### src/rtl/spim_pkg.sv
package spim_pkg;

    localparam int FRAME_BITS = 8;
    localparam int EDGE_COUNT = 2 * FRAME_BITS;
    localparam int EDGE_W     = $clog2(EDGE_COUNT);
    localparam int MODE_BITS  = 3;

    // Low bits of the control word, bit 0 first: enable, idle level, sampling edge.
    typedef struct packed {
        logic samp_rise;
        logic cpol;
        logic enable;
    } spim_mode_t;

    // One divider step as seen by the shifter and the sequencer.
    typedef struct packed {
        logic tick;     // an SCK edge is made at the end of this cycle
        logic leading;  // that edge leaves the idle level
        logic first;    // it is edge number 0 of the transfer
        logic last;     // it is the final edge of the transfer
    } spim_edge_t;

    // Sampling happens on leading edges when the rising edge is chosen with idle-low,
    // or the falling edge is chosen with idle-high.
    function automatic logic sample_on_leading(spim_mode_t m);
        return m.samp_rise ^ m.cpol;
    endfunction

endpackage

### src/rtl/spim_sck_gen.sv
module spim_sck_gen
    import spim_pkg::*;
#(
    parameter int PRE_W = 10
) (
    input  logic             clk,
    input  logic             rst,
    input  logic             run,
    input  logic             cpol,
    input  logic [PRE_W-1:0] pre,
    output logic             sck,
    output spim_edge_t       ev
);

    logic [PRE_W-1:0]  cnt_q;
    logic [EDGE_W-1:0] idx_q;
    logic              sck_q;
    logic              hit_w;

    always_comb begin
        hit_w      = run && (cnt_q == pre);
        ev.tick    = hit_w;
        ev.leading = ~idx_q[0];
        ev.first   = (idx_q == '0);
        ev.last    = (idx_q == EDGE_W'(EDGE_COUNT - 1));
    end

    always_ff @(posedge clk) begin
        if (rst) begin
            cnt_q <= '0;
            idx_q <= '0;
            sck_q <= 1'b0;
        end else if (!run) begin
            cnt_q <= '0;
            idx_q <= '0;
            sck_q <= cpol;
        end else if (hit_w) begin
            cnt_q <= '0;
            idx_q <= idx_q + 1'b1;
            sck_q <= ~sck_q;
        end else begin
            cnt_q <= cnt_q + 1'b1;
        end
    end

    assign sck = sck_q;

    // SCK may only move on a divider tick while a transfer runs.
    assert_sck_holds_R3: assert property (@(posedge clk) disable iff (rst)
        (run && !hit_w) |=> $stable(sck_q));

endmodule

### src/rtl/spim_shift.sv
module spim_shift
    import spim_pkg::*;
#(
    parameter int RX_W = 32
) (
    input  logic                  clk,
    input  logic                  rst,
    input  logic                  load,
    input  logic [FRAME_BITS-1:0] load_data,
    input  spim_edge_t            ev,
    input  logic                  samp_lead,
    input  logic                  miso,
    output logic                  mosi,
    output logic [RX_W-1:0]       rx_word
);

    logic [FRAME_BITS-1:0] tx_q;
    logic [RX_W-1:0]       rx_q;
    logic                  take_w;
    logic                  move_w;

    always_comb begin
        take_w = ev.tick && (ev.leading == samp_lead);
        // The first edge never moves MOSI: bit 7 is already on the line.
        move_w = ev.tick && (ev.leading != samp_lead) && !ev.first;
    end

    always_ff @(posedge clk) begin
        if (rst) begin
            tx_q <= '0;
        end else if (load) begin
            tx_q <= load_data;
        end else if (move_w) begin
            tx_q <= {tx_q[FRAME_BITS-2:0], 1'b0};
        end
    end

    always_ff @(posedge clk) begin
        if (rst) begin
            rx_q <= '0;
        end else if (take_w) begin
            rx_q <= {rx_q[RX_W-2:0], miso};
        end
    end

    assign mosi    = tx_q[FRAME_BITS-1];
    assign rx_word = rx_q;

    assert_rx_hold_R7: assert property (@(posedge clk) disable iff (rst)
        !take_w |=> $stable(rx_q));

    assert_msb_first_R6: assert property (@(posedge clk) disable iff (rst)
        load |=> (mosi == $past(load_data[FRAME_BITS-1])));

    assert_no_move_on_sample_R6: assert property (@(posedge clk) disable iff (rst)
        (take_w && !load) |=> $stable(tx_q));

endmodule

### src/rtl/spi_xfer_master.sv
module spi_xfer_master
    import spim_pkg::*;
#(
    parameter int PRE_W = 10,
    parameter int RX_W  = 32
) (
    input  logic                       clk,
    input  logic                       rst,
    input  logic                       cfg_wr,
    input  logic [PRE_W+MODE_BITS-1:0] cfg_wdata,
    input  logic                       tx_wr,
    input  logic [FRAME_BITS-1:0]      tx_data,
    input  logic                       miso,
    output logic                       sck,
    output logic                       mosi,
    output logic                       busy,
    output logic [RX_W-1:0]            rx_word
);

    localparam int CFG_W = PRE_W + MODE_BITS;

    spim_mode_t       mode_q;
    logic [PRE_W-1:0] pre_q;
    logic             busy_q;
    logic             cfg_take_w;
    logic             start_w;
    logic             sck_w;
    spim_edge_t       ev_w;

    always_comb begin
        cfg_take_w = cfg_wr && !busy_q;
        start_w    = tx_wr && !busy_q && mode_q.enable;
    end

    always_ff @(posedge clk) begin
        if (rst) begin
            mode_q <= '0;
            pre_q  <= '0;
        end else if (cfg_take_w) begin
            mode_q <= spim_mode_t'(cfg_wdata[MODE_BITS-1:0]);
            pre_q  <= cfg_wdata[CFG_W-1:MODE_BITS];
        end
    end

    always_ff @(posedge clk) begin
        if (rst) begin
            busy_q <= 1'b0;
        end else if (start_w) begin
            busy_q <= 1'b1;
        end else if (ev_w.tick && ev_w.last) begin
            busy_q <= 1'b0;
        end
    end

    spim_sck_gen #(
        .PRE_W(PRE_W)
    ) u_sck_gen (
        .clk (clk),
        .rst (rst),
        .run (busy_q),
        .cpol(mode_q.cpol),
        .pre (pre_q),
        .sck (sck_w),
        .ev  (ev_w)
    );

    spim_shift #(
        .RX_W(RX_W)
    ) u_shift (
        .clk      (clk),
        .rst      (rst),
        .load     (start_w),
        .load_data(tx_data),
        .ev       (ev_w),
        .samp_lead(sample_on_leading(mode_q)),
        .miso     (miso),
        .mosi     (mosi),
        .rx_word  (rx_word)
    );

    assign sck  = sck_w;
    assign busy = busy_q;

    assert_cfg_frozen_R1: assert property (@(posedge clk) disable iff (rst)
        busy_q |=> ($stable(pre_q) && $stable(mode_q)));

    assert_start_cause_R2: assert property (@(posedge clk) disable iff (rst)
        $rose(busy_q) |-> $past(tx_wr && mode_q.enable));

    assert_idle_level_R4: assert property (@(posedge clk) disable iff (rst)
        (!busy_q && $past(!busy_q)) |-> (sck_w == $past(mode_q.cpol)));

    assert_end_at_idle_R8: assert property (@(posedge clk) disable iff (rst)
        $fell(busy_q) |-> (sck_w == mode_q.cpol));

endmodule

### config.mk
export PLATFORM = sky130hd
export DESIGN_NAME = spi_xfer_master
export DESIGN_NICKNAME = d
export VERILOG_FILES = /design/src/rtl/spim_pkg.sv /design/src/rtl/spim_sck_gen.sv /design/src/rtl/spim_shift.sv /design/src/rtl/spi_xfer_master.sv
export SDC_FILE = /design/constraint.sdc
export NUM_CORES = 1
export LEC_CHECK = 0
export BUFFER_PORTS_ARGS = -buffer_cell sky130_fd_sc_hd__buf_4
export CORE_MARGIN = 5
export CORE_UTILIZATION = 35
export CTS_CLUSTER_DIAMETER = 40
export DETAILED_ROUTE_END_ITERATION = 10
export GPL_ROUTABILITY_DRIVEN = 0
export PLACE_DENSITY = 0.63
export SETUP_SLACK_MARGIN = 0.15
export SYNTH_ARGS = -nofsm -noshare
export SYNTH_HDL_FRONTEND = slang
export SYNTH_SLANG_ARGS = --single-unit
### constraint.sdc
create_clock -name clk -period 2.31 [get_ports clk]
set_input_delay 0.231 -clock clk [delete_from_list [all_inputs] [get_ports clk]]
set_output_delay 0.231 -clock clk [all_outputs]
set_load 0.02 [all_outputs]
==> metrics.md <==
| Metric | Value |
|---|---|
| R2R depth | `6` |
| Vias per cell | `4.59` |
| Post-DP HPWL | `4.08 mm` |
| CTS H-tree lvls | `3` |
| Final core utilization | `45.7%` |
| WHS | `100 ps` |
| Worst min-delay path category | `input port to register` |
| Mean Syn Cell Area | `8.32 um2` |
| Synth area leader | `dfxtp_1` |
| Most frequent cells in the layout | `nand2_1 (101), dfxtp_1 (69), buf_4 (64)` |
| Power after layout | `2.49 mW` |
| Cell Rows | `32` |
| Fmax | `498 MHz` |
| Sum Neg Setup Slack | `0 ps` |
| Num CTS Buffers | `9` |
| Crit start category | `register` |
| Syn_nets | `360` |
| Layout area overhead | `27.5%` |
| Final period util | `86.9%` |
| Clk_lat worst skew | `330 ps` |
| Layout fillers | `792` |
| Setup-failing EPs final | `0` |
| Status | `finished clean` |
| Worst reg2reg startpoint | `u_sck_gen.cnt_q[2]` |
| Leak pwr | `1.37 nW` |
| Final min period | `2010 ps` |
| R2r setup slk | `300 ps` |
| #FFs+latches synth | `69` |
| Die X-Extent | `98.7 um` |
| Clock transition at path regs | `70 ps` |
| Pin slew with the least headroom to its limit | `523 ps` |
| Avg WL per Cell | `11.7 um` |
| Tot GR Track Use | `12.4%` |
| Maximum VDD drop | `0.391 mV` |
| Net count, final | `418` |
| WL final | `5.80 mm` |
| Area occupied by multi-input gates | `1270 um2` |
| Sequential Area | `1380 um2` |
| TritonCTS Sinks | `69` |
| Largest net degree at the start of global routing | `52` |
| Global-route wire length before repair | `9.86 mm` |
| Final Hold Vio Count | `0` |
| Endpoint class of the critical path | `register` |
| Leading cell type in the layout, fill and taps excluded | `nand2_1` |
| Cell count after synthesis | `331` |
| Clk root buf | `clkbuf_8` |
| Chip height | `98.7 um` |
| Critical Path AT | `2200 ps` |
| Post-route DRC | `0` |
| Detail Route Antenna Nets | `0` |
| Drt pass-1 iters | `4` |
| Synth top area share | `50.2%` |
| Ant diodes | `0` |
| Postcts setup bufs | `0` |
| Worst Setup SP | `u_sck_gen.cnt_q[2]` |
| Total core area | `7690 um2` |
| CTS tree | `built` |
| Crit path kind | `register to register` |
| Yosys Warn Count | `0` |
| Port bufs | `60` |
| CP Max Fanout | `32` |
| Starting Density | `35.8%` |
| Vias | `2,278` |
| Post-synthesis sequential area ratio | `50.2%` |
| CTS max path bufs | `2` |
| RSZ-0062 raised after global routing | `false` |
| Clock skew | `8.48 ps` |
| Cell Area, Synth | `2750 um2` |
| Layout cell share with drive strength beyond 1 | `21.1%` |
| Count of different cell masters after synthesis | `29` |
| CP Data Required Time | `2510 ps` |
| Slew Viols, Final | `0` |
| Die area | `9740 um2` |
| Vias in the first global route | `2,219` |
| Placed Cells | `480` |
| Antenna violations before repair | `0` |
| Top cells by area, synth | `dfxtp_1 (50%), nand2_1 (14%), a21oi_1 (8.2%)` |
| I/O pin count | `61` |
| Max Cap Viol | `0` |
| Count of non-filler cells in the finished layout | `496` |
| GRT overflow | `0` |
| Cell area power density | `709 nW/um2` |
| Drt initial violations | `75` |
| R2R Path End | `u_shift.rx_word[27]` |
| Setup crit end | `u_shift.rx_word[27]` |
| Max-slew headroom | `65.2%` |
| Hold_sp | `tx_data[7]` |
==> layer usage <==
| metal | vias to the layer above | track usage [%] | routed length, um |
|---|---|---|---|
| met4 | 0 | 5.36 | 112 |
| met2 | 48 | 20.8 | 2770 |
| met3 | 9 | 4.60 | 306 |
| met5 | - | 0 | 0 |
| li1 | 1196 | - | - |
| met1 | 1025 | 14.3 | 2620 |
==> worst min path at each step <==
stage,to,cells after the start
after detailed placement,u_shift.tx_q[7],3
final,u_shift.tx_q[7],3
after global routing,u_shift.tx_q[4],3
after global placement,u_shift.tx_q[5],3
after floorplan,u_shift.tx_q[1],2
after CTS,u_shift.tx_q[5],3
==> worst max-delay path: stages (launching register included) <==
cell and delay, ps:
dfxtp_1 410, xnor2_1 150, nand4_1 290, or4_1 590, buf_4 250, nand2_1 100, a21oi_1 60
==> flip-flops by register name, indices dropped and copies added (netlist names) <==
name,count
u_shift.rx_word,32
pre_q,10
u_sck_gen.cnt_q,10
u_shift.tx_q,8
u_sck_gen.idx_q,4
mode_q,3
busy,1
u_sck_gen.sck,1
==> timing repair <==
action | 4_1_cts | 5_1_grt
hold buffers | 0 | 0
resized for setup | 0 | 1
endpoints found under the hold margin | 0 | 0
endpoints found under the setup margin | 0 | 8
==> kinds of logic (layout without fill, tap and decap cells) <==
logic type / Yosys count / count (layout) / share of synthesized area, %
XOR/XNOR: 22 / 22 / 7.50
buffers and inverters: 23 / 86 / 4.32
AND/OR/NAND/NOR: 149 / 149 / 23.0
flip-flops: 69 / 69 / 50.2
multiplexers: 9 / 9 / 3.27
adder cells (fa/ha/maj): 3 / 3 / 1.36
AO/OA/AOI/OAI: 56 / 56 / 10.4
==> area by class of cell <==
class / count / share of cell area [%]
inverter: 6 / 0.641
sequential: 69 / 39.3
tap: 102 / 3.64
clock buffer: 11 / 4.31
timing repair buffer: 64 / 13.7
multi-input combinational: 239 / 36.1
clock inverter: 5 / 2.32
==> where the power goes <==
part / internal, mW / switching [mW]
clock network: 0.669 / 0.441
registers: 1.21 / 0.0158
logic: 0.0722 / 0.0821
==> stage by stage <==
step                      instance area [um2]  setup WS, ps
after floorplan                          2750           534
after global placement                   3270           292
after detailed placement                 3270           263
after CTS                                3510           253
after global routing                     3510           150
final                                    3510           303
==> cells in the mapped netlist, drive strengths merged <==
cell	instances
a211oi	1
a21oi	45
a31oi	2
and3	3
buf	10
clkbuf	7
dfxtp	69
ha	3
inv	6
mux2i	9
nand2	101
nand2b	6
nand3	6
nand3b	1
nand4	4
nor2	20
nor2b	2
nor3	2
nor4	2
o21ai	8
or4	2
xnor2	18
xnor3	1
xor2	3
Note: power is estimated with default switching activity, not from simulation.
